**src/rtl/uart_rf_pkg.sv**
```systemverilog
package uart_rf_pkg;

    localparam int unsigned ERR_W = 4;   // {summary, break, framing, parity}

    localparam logic [2:0] OFS_DATA = 3'd0;
    localparam logic [2:0] OFS_IER  = 3'd1;
    localparam logic [2:0] OFS_FIFO = 3'd2;
    localparam logic [2:0] OFS_LCR  = 3'd3;
    localparam logic [2:0] OFS_MCR  = 3'd4;
    localparam logic [2:0] OFS_LSR  = 3'd5;
    localparam logic [2:0] OFS_MSR  = 3'd6;
    localparam logic [2:0] OFS_SCR  = 3'd7;

    localparam logic [7:0] LCR_RESET = 8'h03;

    typedef struct packed {
        logic [7:0] lcr;
        logic [3:0] ier;
        logic [4:0] mcr;
        logic       fifo_en;
        logic [1:0] trig;
        logic [7:0] scr;
        logic [7:0] dll;
        logic [7:0] dlh;
        logic [7:0] msr;
        logic       err_oe;
        logic       err_pe;
        logic       err_fe;
        logic       err_bi;
        logic       err_sum;
    } regs_t;

endpackage

```
**src/rtl/uart_rf_fifo.sv**
```systemverilog
module uart_rf_fifo #(
    parameter  int unsigned W         = 8,
    parameter  int unsigned DEPTH     = 16,
    parameter  int unsigned KEEP_LO   = W,
    parameter  bit          DROP_FULL = 1'b0,
    localparam int unsigned AW        = (DEPTH > 1) ? $clog2(DEPTH) : 1,
    localparam int unsigned LW        = AW + 1
) (
    input  logic          clk,
    input  logic          rst_n,
    input  logic          deep,
    input  logic          clr,
    input  logic          push,
    input  logic          pop,
    input  logic          scrub,
    input  logic [W-1:0]  din,
    output logic [W-1:0]  head,
    output logic [LW-1:0] level,
    output logic          empty,
    output logic          full
);

    localparam logic [W-1:0] KEEP_MASK = ~({W{1'b1}} << KEEP_LO);

    typedef struct packed {
        logic [AW-1:0] wptr;
        logic [AW-1:0] rptr;
        logic [LW-1:0] cnt;
    } ptr_t;

    ptr_t          q, d;
    logic [W-1:0]  mem [DEPTH];
    logic [LW-1:0] lim;
    logic          do_pop, adv, ovw, wr_slot;

    function automatic logic [AW-1:0] bump(input logic [AW-1:0] p, input logic [LW-1:0] l);
        return ({1'b0, p} == l - LW'(1)) ? '0 : p + AW'(1);
    endfunction

    always_comb begin
        lim     = deep ? LW'(DEPTH) : LW'(1);
        empty   = (q.cnt == '0);
        full    = (q.cnt == lim);
        do_pop  = pop & ~empty;
        adv     = push & (~full | do_pop);
        ovw     = push & full & ~do_pop & ~DROP_FULL;
        wr_slot = ~clr & (adv | ovw);
        d = q;
        if (clr) begin
            d = '0;
        end else begin
            if (adv)    d.wptr = bump(q.wptr, lim);
            if (do_pop) d.rptr = bump(q.rptr, lim);
            d.cnt = q.cnt + LW'(adv) - LW'(do_pop);
        end
    end

    always_ff @(posedge clk or negedge rst_n) begin
        if (!rst_n) q <= '0;
        else        q <= d;
    end

    always_ff @(posedge clk) begin
        if (scrub && !empty) mem[q.rptr] <= mem[q.rptr] & KEEP_MASK;
        if (wr_slot)         mem[q.wptr] <= din;
    end

    assign head  = mem[q.rptr];
    assign level = q.cnt;

endmodule

```
**src/rtl/uart_rf_rdmux.sv**
```systemverilog
module uart_rf_rdmux (
    input  logic [2:0] addr,
    input  logic       dlab,
    input  logic [7:0] rbr,
    input  logic [7:0] dll,
    input  logic [7:0] dlh,
    input  logic [3:0] ier,
    input  logic [7:0] iir,
    input  logic [7:0] lcr,
    input  logic [7:0] lsr,
    input  logic [7:0] msr,
    input  logic [7:0] scr,
    output logic [7:0] rdata
);
    import uart_rf_pkg::*;

    always_comb begin
        unique case (addr)
            OFS_DATA: rdata = dlab ? dll : rbr;
            OFS_IER:  rdata = dlab ? dlh : {4'b0, ier};
            OFS_FIFO: rdata = iir;
            OFS_LCR:  rdata = lcr;
            OFS_MCR:  rdata = 8'h00;
            OFS_LSR:  rdata = lsr;
            OFS_MSR:  rdata = msr;
            default:  rdata = scr;
        endcase
    end

endmodule

```
**src/rtl/uart_regfile.sv**
```systemverilog
module uart_regfile
    import uart_rf_pkg::*;
#(
    parameter  int unsigned DEPTH = 16,
    localparam int unsigned LW    = ((DEPTH > 1) ? $clog2(DEPTH) : 1) + 1,
    localparam int unsigned RXW   = 8 + ERR_W
) (
    input  logic        clk,
    input  logic        rst_n,
    input  logic [2:0]  addr,
    input  logic        wr_en,
    input  logic        rd_en,
    input  logic [7:0]  wdata,
    output logic [7:0]  rdata,
    output logic        tx_valid_o,
    output logic [7:0]  tx_data_o,
    input  logic        tx_pop,
    input  logic        tx_idle,
    input  logic        rx_push,
    input  logic [7:0]  rx_data,
    input  logic [2:0]  rx_err,
    input  logic [7:0]  msr_set,
    output logic [7:0]  lcr_o,
    output logic [3:0]  ier_o,
    output logic [4:0]  mcr_o,
    output logic [15:0] divisor_o,
    output logic        fifo_en_o,
    output logic [1:0]  rx_trig_o
);

    regs_t q, d;

    logic           dlab;
    logic           wr_thr, wr_dll, wr_dlh, wr_ier, wr_fcr, wr_lcr, wr_mcr, wr_scr;
    logic           rd_rbr, rd_lsr, rd_msr;
    logic           mode_chg, tx_clr, rx_clr, rx_drop;
    logic           tx_empty, tx_full, rx_empty, rx_full;
    logic [LW-1:0]  tx_level, rx_level;
    logic [7:0]     tx_head;
    logic [RXW-1:0] rx_head;
    logic [ERR_W-1:0] head_err;
    logic [7:0]     lsr_view, iir_view, rbr_view;

    // host strobe decode
    always_comb begin
        dlab   = q.lcr[7];
        wr_thr = wr_en & (addr == OFS_DATA) & ~dlab;
        wr_dll = wr_en & (addr == OFS_DATA) &  dlab;
        wr_dlh = wr_en & (addr == OFS_IER)  &  dlab;
        wr_ier = wr_en & (addr == OFS_IER)  & ~dlab;
        wr_fcr = wr_en & (addr == OFS_FIFO);
        wr_lcr = wr_en & (addr == OFS_LCR);
        wr_mcr = wr_en & (addr == OFS_MCR);
        wr_scr = wr_en & (addr == OFS_SCR);
        rd_rbr = rd_en & (addr == OFS_DATA) & ~dlab;
        rd_lsr = rd_en & (addr == OFS_LSR);
        rd_msr = rd_en & (addr == OFS_MSR);
        mode_chg = wr_fcr & (wdata[0] != q.fifo_en);
        tx_clr   = wr_fcr & (mode_chg | wdata[2]);
        rx_clr   = wr_fcr & (mode_chg | wdata[1]);
        rx_drop  = rx_push & rx_full & ~rd_rbr & ~rx_clr;
        head_err = rx_head[RXW-1:8];
    end

    uart_rf_fifo #(.W(8), .DEPTH(DEPTH), .KEEP_LO(8), .DROP_FULL(1'b0)) u_txq (
        .clk(clk), .rst_n(rst_n), .deep(q.fifo_en), .clr(tx_clr),
        .push(wr_thr), .pop(tx_pop), .scrub(1'b0), .din(wdata),
        .head(tx_head), .level(tx_level), .empty(tx_empty), .full(tx_full)
    );

    uart_rf_fifo #(.W(RXW), .DEPTH(DEPTH), .KEEP_LO(8), .DROP_FULL(1'b1)) u_rxq (
        .clk(clk), .rst_n(rst_n), .deep(q.fifo_en), .clr(rx_clr),
        .push(rx_push), .pop(rd_rbr), .scrub(1'b1),
        .din({|rx_err, rx_err, rx_data}),
        .head(rx_head), .level(rx_level), .empty(rx_empty), .full(rx_full)
    );

    // next-state of the register set
    always_comb begin
        d = q;
        if (wr_dll) d.dll = wdata;
        if (wr_dlh) d.dlh = wdata;
        if (wr_ier) d.ier = wdata[3:0];
        if (wr_lcr) d.lcr = wdata;
        if (wr_mcr) d.mcr = wdata[4:0];
        if (wr_scr) d.scr = wdata;
        if (wr_fcr) begin
            d.fifo_en = wdata[0];
            d.trig    = wdata[7:6];
        end
        // clear on read first, so flags arriving this cycle survive
        if (rd_lsr) begin
            d.err_oe  = 1'b0;
            d.err_pe  = 1'b0;
            d.err_fe  = 1'b0;
            d.err_bi  = 1'b0;
            d.err_sum = 1'b0;
        end
        if (rx_drop) begin
            d.err_oe  = 1'b1;
            d.err_sum = 1'b1;
        end
        if (!rx_empty) begin
            d.err_pe  = d.err_pe  | head_err[0];
            d.err_fe  = d.err_fe  | head_err[1];
            d.err_bi  = d.err_bi  | head_err[2];
            d.err_sum = d.err_sum | head_err[3];
        end
        if (rd_msr) d.msr = 8'h00;
        d.msr = d.msr | msr_set;
    end

    always_ff @(posedge clk or negedge rst_n) begin
        if (!rst_n) begin
            q     <= '0;
            q.lcr <= LCR_RESET;
        end else begin
            q <= d;
        end
    end

    always_comb begin
        lsr_view = {q.err_sum, tx_empty & tx_idle, tx_empty, q.err_bi,
                    q.err_fe, q.err_pe, q.err_oe, ~rx_empty};
        iir_view = {q.fifo_en, q.fifo_en, 6'b000001};
        rbr_view = rx_empty ? 8'h00 : rx_head[7:0];
    end

    uart_rf_rdmux u_rdmux (
        .addr(addr), .dlab(dlab), .rbr(rbr_view), .dll(q.dll), .dlh(q.dlh),
        .ier(q.ier), .iir(iir_view), .lcr(q.lcr), .lsr(lsr_view),
        .msr(q.msr), .scr(q.scr), .rdata(rdata)
    );

    assign tx_valid_o = ~tx_empty;
    assign tx_data_o  = tx_head;
    assign lcr_o      = q.lcr;
    assign ier_o      = q.ier;
    assign mcr_o      = q.mcr;
    assign divisor_o  = {q.dlh, q.dll};
    assign fifo_en_o  = q.fifo_en;
    assign rx_trig_o  = q.trig;

endmodule

```
**config.mk**
```make
export PLATFORM = sky130hd
export DESIGN_NAME = uart_regfile
export DESIGN_NICKNAME = d
export VERILOG_FILES = /design/src/rtl/uart_rf_pkg.sv /design/src/rtl/uart_rf_fifo.sv /design/src/rtl/uart_rf_rdmux.sv /design/src/rtl/uart_regfile.sv
export SDC_FILE = /design/constraint.sdc
export NUM_CORES = 1
export LEC_CHECK = 0
export BUFFER_PORTS_ARGS = -buffer_cell sky130_fd_sc_hd__buf_4
export CAP_MARGIN = 15
export CORE_MARGIN = 3
export CORE_UTILIZATION = 60
export CTS_CLUSTER_SIZE = 16
export DETAILED_ROUTE_END_ITERATION = 6
export GPL_ROUTABILITY_DRIVEN = 0
export PLACE_DENSITY = 0.75
export SLEW_MARGIN = 20
export SYNTH_ARGS = -nofsm -noshare
export SYNTH_HDL_FRONTEND = slang
export SYNTH_HIERARCHICAL = 1
export SYNTH_SLANG_ARGS = --single-unit
```
**constraint.sdc**
```tcl
create_clock -name clk -period 3.85 [get_ports clk]
set_input_delay 0 -clock clk [delete_from_list [all_inputs] [get_ports clk]]
set_output_delay 0 -clock clk [all_outputs]
set_load 0.02 [all_outputs]
```
---- After elaboration in Yosys (flattened, before gate mapping) ----
Memories as Yosys holds them, arrays and structs flattened.
Cells that the tools add are included.
cells by class
  equality and inequality tests ........... 14
  divide/modulo/power cells ............... 0
  $lt $le $gt $ge ......................... 0
  bitwise gates (word level) .............. 48
  multipliers ............................. 0
  reduce and logical (&&, ||, !) cells .... 9
  add/subtract/negate cells ............... 9
  mux-type cells .......................... 25
  shifts and indexed selects .............. 0
operator list
  cell                   count
  $pmux W8 S7            1
  $mux W4                9
  $mux W8                4
  $and A1 B1 Y1          29
  $mux W13               2
  $eq A4 B5 Y1           4
  $add A4 B1 Y4 const B  4
  $eq A3 B3 Y1 const B   4
  $add A5 B1 Y5          2
  $eq A5 B5 Y1           2
  $logic_not A5 Y1       2
  $mux W5                2
  $reduce_bool A2 Y1     5
  $sub A5 B1 Y5          2
  $not A1 Y1             9
  $or A1 B1 Y1           9
  $or A8 B8 Y8           1
  $mux W1                7
  $eq A3 B2 Y1 const B   2
  $sub A5 B1 Y5 const B  1
  $eq A3 B1 Y1 const B   1
  $logic_not A3 Y1       1
  $reduce_or A3 Y1       1
  $ne A1 B1 Y1           1
storage, ports and cells
  memory bits (writable) .................. 320
  logic and storage cells ................. 127
  memories kept ........................... 2
  bits in read-only memories .............. 0
  input bits .............................. 37
  register bits ........................... 83
  latch bits .............................. 0
  output and inout port bits .............. 53
memory list
  memory     words  width  rd ports  clocked after Yosys merged registers in  wr ports  RTL line            RTL
  u_rxq.mem  16     12     1         0                                        2         uart_rf_fifo.sv:32  logic [W-1:0] mem [DEPTH];
  u_txq.mem  16     8      1         0                                        1         uart_rf_fifo.sv:32

---- Logic depth before layout (Yosys ltp) ----
  depth after elaboration ................. 10
  gate-level depth with buffers ........... 14
  mapped depth without buffers ............ 13

---- By module ----
The synthesis kept the hierarchy.
modules (own cells, without submodules)
  module                 area an instance (sq um)  cells an instance  times used
  uart_rf_fifo at u_rxq  10,530.1                  684                1
  uart_rf_fifo at u_txq  8,533.2                   708                1
  uart_regfile           2,601.2                   188                1
  uart_rf_rdmux          671.9                     98                 1

---- Least setup slack after synthesis ----
OpenSTA, ideal clock, no wires.
  kind .................................... register -> register
  start ................................... register u_txq.q (netlist bit u_txq/level[3])
  end ..................................... register u_txq.q (netlist bit u_txq/level[4])
  arrival ................................. 3.068 ns
  cell stages (with the launch flop) ...... 15
  slack ................................... 0.704 ns
  path buffers ............................ 1
  period minus slack after synthesis ...... 3.146 ns
  path through ............................ dfrtp_1 > inv_1 > ha_1 > or4b_2 > clkbuf_1 > nand2_1 > inv_1 > ha_1 > inv_1 > ha_1 > fa_1 > a21oi_1 > nor2_1 > or3_1 > a21oi_1
RTL lines
  item                      RTL line            RTL
  start: declaration        uart_rf_fifo.sv:31  ptr_t q, d;
  start signal: assignment  uart_rf_fifo.sv:59  if (!rst_n) q <= '0;
  start signal: assignment  uart_rf_fifo.sv:60  else q <= d;

---- Worst setup path after layout ----
  start ................................... register u_rxq/q[6] in the netlist's numbering
  end ..................................... output port rdata[0]
on the way
  longest elaborated chain between the ends .. 4
RTL lines
  item                      RTL line             RTL
  start: declaration        uart_rf_fifo.sv:31
  start signal: assignment  uart_rf_fifo.sv:59
  start signal: assignment  uart_rf_fifo.sv:60
  $mem_v2 Z16 W12           n/a
  named net rx_head[0]      uart_regfile.sv:40   logic [RXW-1:0] rx_head;
  $mux W8                   uart_regfile.sv:126  rbr_view = rx_empty ? 8'h00 : rx_head[7:0];
  named net rbr_view[0]     uart_regfile.sv:42   logic [7:0] lsr_view, iir_view, rbr_view;
  $mux W8                   uart_rf_rdmux.sv:19  OFS_DATA: rdata = dlab ? dll : rbr;
  $pmux W8 S7               uart_rf_rdmux.sv:18  unique case (addr)
  end: declaration          uart_regfile.sv:14   output logic [7:0] rdata,
The timed path passes the listed nets, and every way through them passes these cells.

==> results.rst <==
.. list-table::
   :header-rows: 1

   * - Metric
     - Value
   * - Worst path required time
     - roughly 3.9 ns
   * - CTS buffer count
     - 43
   * - HPWL reported at the end of detailed placement
     - 38490 µm
   * - Setup repair after global routing missed its margin
     - no
   * - Avg Vias per Cell
     - 6.893
   * - Initial antenna violation count
     - 0
   * - Clk buf depth
     - 3
   * - Critical-path maximum fanout
     - 22
   * - Number of nets still failing antenna checks after routing
     - 0
   * - Mean instance size in the synthesized netlist
     - 13.35 µm²
   * - Worst setup EP type
     - primary output
   * - Hold Crit Start
     - addr[0]
   * - Worst setup SP type
     - register
   * - Detailed Route WL
     - approximately 59000 µm
   * - Synth warnings
     - 6
   * - Core Rows
     - just under 70
   * - Portion of the clock cycle consumed by the worst path in the final layout
     - between 90 and 100%
   * - Area of the mapped netlist
     - around 0.022 mm²
   * - Number of max-slew violations in the final report
     - 0
   * - Final period demand of the worst path
     - approximately 3.7 ns
   * - Cell family contributing the most delay on the critical path
     - compound AO/OA/AOI/OAI gates
   * - Worst skew pair latency
     - between 0.5 and 0.6 ns
   * - Result of the run
     - completed
   * - Launch point of the worst reg-to-reg path
     - u_txq/level[3]
   * - Layout Area Growth over Synthesis
     - 10.59%
   * - Leftover overflow at the end of global routing
     - 0
   * - Worst hold stages
     - 3
   * - Reg clk slew, reported paths
     - around 0.060 ns
   * - Die span in y
     - around 200 µm
   * - Area of the die
     - approximately 0.039 mm²
   * - HP Class
     - in -> reg
   * - CTS root buf
     - sky130_fd_sc_hd__clkbuf_16
   * - Setup tns final
     - 0 ns
   * - Critical Path Slowest Stage Cell
     - sky130_fd_sc_hd__dfrtp_2
   * - Placement-stage worst setup slack
     - roughly 0.57 ns
   * - Clock Skews
     - around 0.0086 ns
   * - Via count of the first global-routing pass
     - about 15000
   * - Share of post-route cells with drive strength above 1
     - between 30% and 40%
   * - Count of inserted antenna diode cells
     - 0
   * - Total GRT Usage
     - 30.04%
   * - Cell breakdown of the critical path
     - buf_4 -> mux4_2 -> a22oi_1 -> nand2_1 -> nor2b_1 -> mux2i_1 -> o21ai_0 -> a221oi_1 -> nor2_1 -> buf_4
   * - H-tree levels
     - 2
   * - Highest attainable clock frequency
     - around 270 MHz
   * - Number of gates resized after cts
     - 0
   * - Cell Pwr Density
     - 797.2 mW/mm²
   * - Per-cell routed wire length
     - approximately 27 µm
   * - Clock tree from TritonCTS
     - yes
   * - Reg2reg end
     - u_txq/level[4]
   * - Setup Viol. Count Final
     - 0
   * - First-pass GRT wire length
     - 90630 µm
   * - Reg2Reg Setup Slack
     - 0.55 ns
   * - Maximum ir drop on the vdd rail
     - around 540 µV
   * - Worst setup path start
     - u_rxq/q[6]
   * - I/O Pins
     - 90
   * - Width of the die
     - about 200 µm
   * - Total power draw
     - 19620 µW
   * - Post-Synthesis Cells
     - around 1700
   * - Core region area
     - ~0.036 mm²
   * - Number of I/O port buffers
     - 89
   * - Worst slew margin relative to its limit
     - ~25%
   * - Endpoint of the worst hold path
     - lsr_view[2]
   * - Total count of hold-check failures in the final report
     - 0
   * - Number of violations of the max-capacitance limit
     - 0
   * - Top cell by count, worst path
     - sky130_fd_sc_hd__buf_4
   * - Clk sink count
     - around 400
   * - Setup fix buffers added after clock tree synthesis
     - 0
   * - Remaining design rule violation count
     - 0
   * - Initial core utilization
     - 61.66%
   * - Worst stage delay on the critical path
     - between 0.7 and 0.8 ns
   * - Pin slew with the least headroom to its limit
     - between 1 and 1.5 ns
   * - Number of buffers added to fix hold violations after cts
     - 33
   * - Final nets
     - 1764
   * - DR vias
     - roughly 15000
   * - Sum of buffers and inverters on the critical path
     - 2
   * - Number of detailed-routing iterations run before antenna repair
     - 5
   * - Pin count of the biggest net entering global routing
     - 56
   * - Kind of critical path
     - reg -> out
   * - Critical path arrival
     - 3.74 ns
   * - Worst reg2reg path depth
     - 13
   * - Number of violations reported at the end of detailed-routing iteration 0
     - 1687
   * - Leakage Power
     - 0.008785 µW
   * - Setup slack after layout
     - ~0.11 ns
-- flip-flops by register name, indices dropped and copies added, names as in the netlist --
name         count
u_rxq/mem      192
u_txq/mem      128
divisor_o       16
q               16
lcr_o            8
u_rxq/q          8
u_txq/q          8
lsr_view         5
mcr_o            5
u_rxq/level      5
u_txq/level      5
ier_o            4
rx_trig_o        2
fifo_en_o        1
-- final cells by class --
cell class | count | area [µm²]
clock inverter | 22 | 205.2
clock buffer | 57 | 1201
tap | 461 | 576.8
multi-input combinational | 1035 | 9346
timing repair buffer | 179 | 1451
inverter | 35 | 131.4
sequential | 403 | 11700
fill | 2495 | 11480
-- layer usage --
layer | part of all wire, % | wire length, µm | track usage (%)
met1 | 37 | 21830 | 38.75
met4 | 4.1 | 2434 | 11.66
met2 | 51 | 29980 | 52.20
met5 | 0 | 0 | 0
met3 | 8.2 | 4815 | 3.913
-- how the worst max path moves through the flow --
stage / to / slack [ns] / cells past startpoint
detailed placement: u_txq/level[4] / 0.57 / 13
floorplan: u_txq/level[4] / 0.74 / 14
global route: rdata[0] / 0.05 / 10
global placement: u_txq/level[4] / 0.63 / 13
finish: rdata[0] / 0.11 / 10
CTS: rdata[0] / 0.13 / 10
-- where the power goes --
| part | switching (µW) | internal [µW] | total [µW] |
|---|---|---|---|
| combinational | 4680 | 3970 | 8640 |
| clock | 1680 | 2460 | 4140 |
| sequential | 601 | 6230 | 6830 |
-- cells in the final DEF (no fill, tap or decap), drive strengths merged, types with 16 or more instances in the layout --
| cell | count |
|---|---|
| clkbuf | 57 |
| or2 | 16 |
| nor4 | 42 |
| dfrtp | 81 |
| nor2b | 23 |
| ha | 28 |
| dlygate4sd3 | 33 |
| a21oi | 22 |
| and2 | 19 |
| mux4 | 86 |
| nor2 | 47 |
| nand2b | 22 |
| nand2 | 169 |
| o221ai | 128 |
| a22oi | 22 |
| mux2 | 177 |
| mux2i | 33 |
| clkinv | 18 |
| a21o | 41 |
| edfxtp | 320 |
| nor3 | 18 |
| o21ai | 20 |
| inv | 35 |
| buf | 146 |
-- stage by stage --
| step | utilization, % | std cells | hold WS, ns | instance area, µm² |
|---|---|---|---|---|
| 4_1_cts | 68.19 | 2192 | 0.03635 | 24610 |
| 6_report | 68.19 | 2192 | 0.06078 | 24610 |
| 3_5_place_dp | 63.38 | 2080 | 0.08190 | 22870 |
| 2_1_floorplan | - | 1677 | -0.2956 | 22290 |
| 5_1_grt | 68.19 | 2192 | 0.06591 | 24610 |
| 3_3_place_gp | 63.36 | 2080 | 0.07863 | 22860 |
-- worst min-delay path, cell delays in order --
cell and delay, ns:
sky130_fd_sc_hd__buf_4 0.18, sky130_fd_sc_hd__nand4b_1 0.23, sky130_fd_sc_hd__a22o_1 0.16
Note: power is estimated with default switching activity, not from simulation.
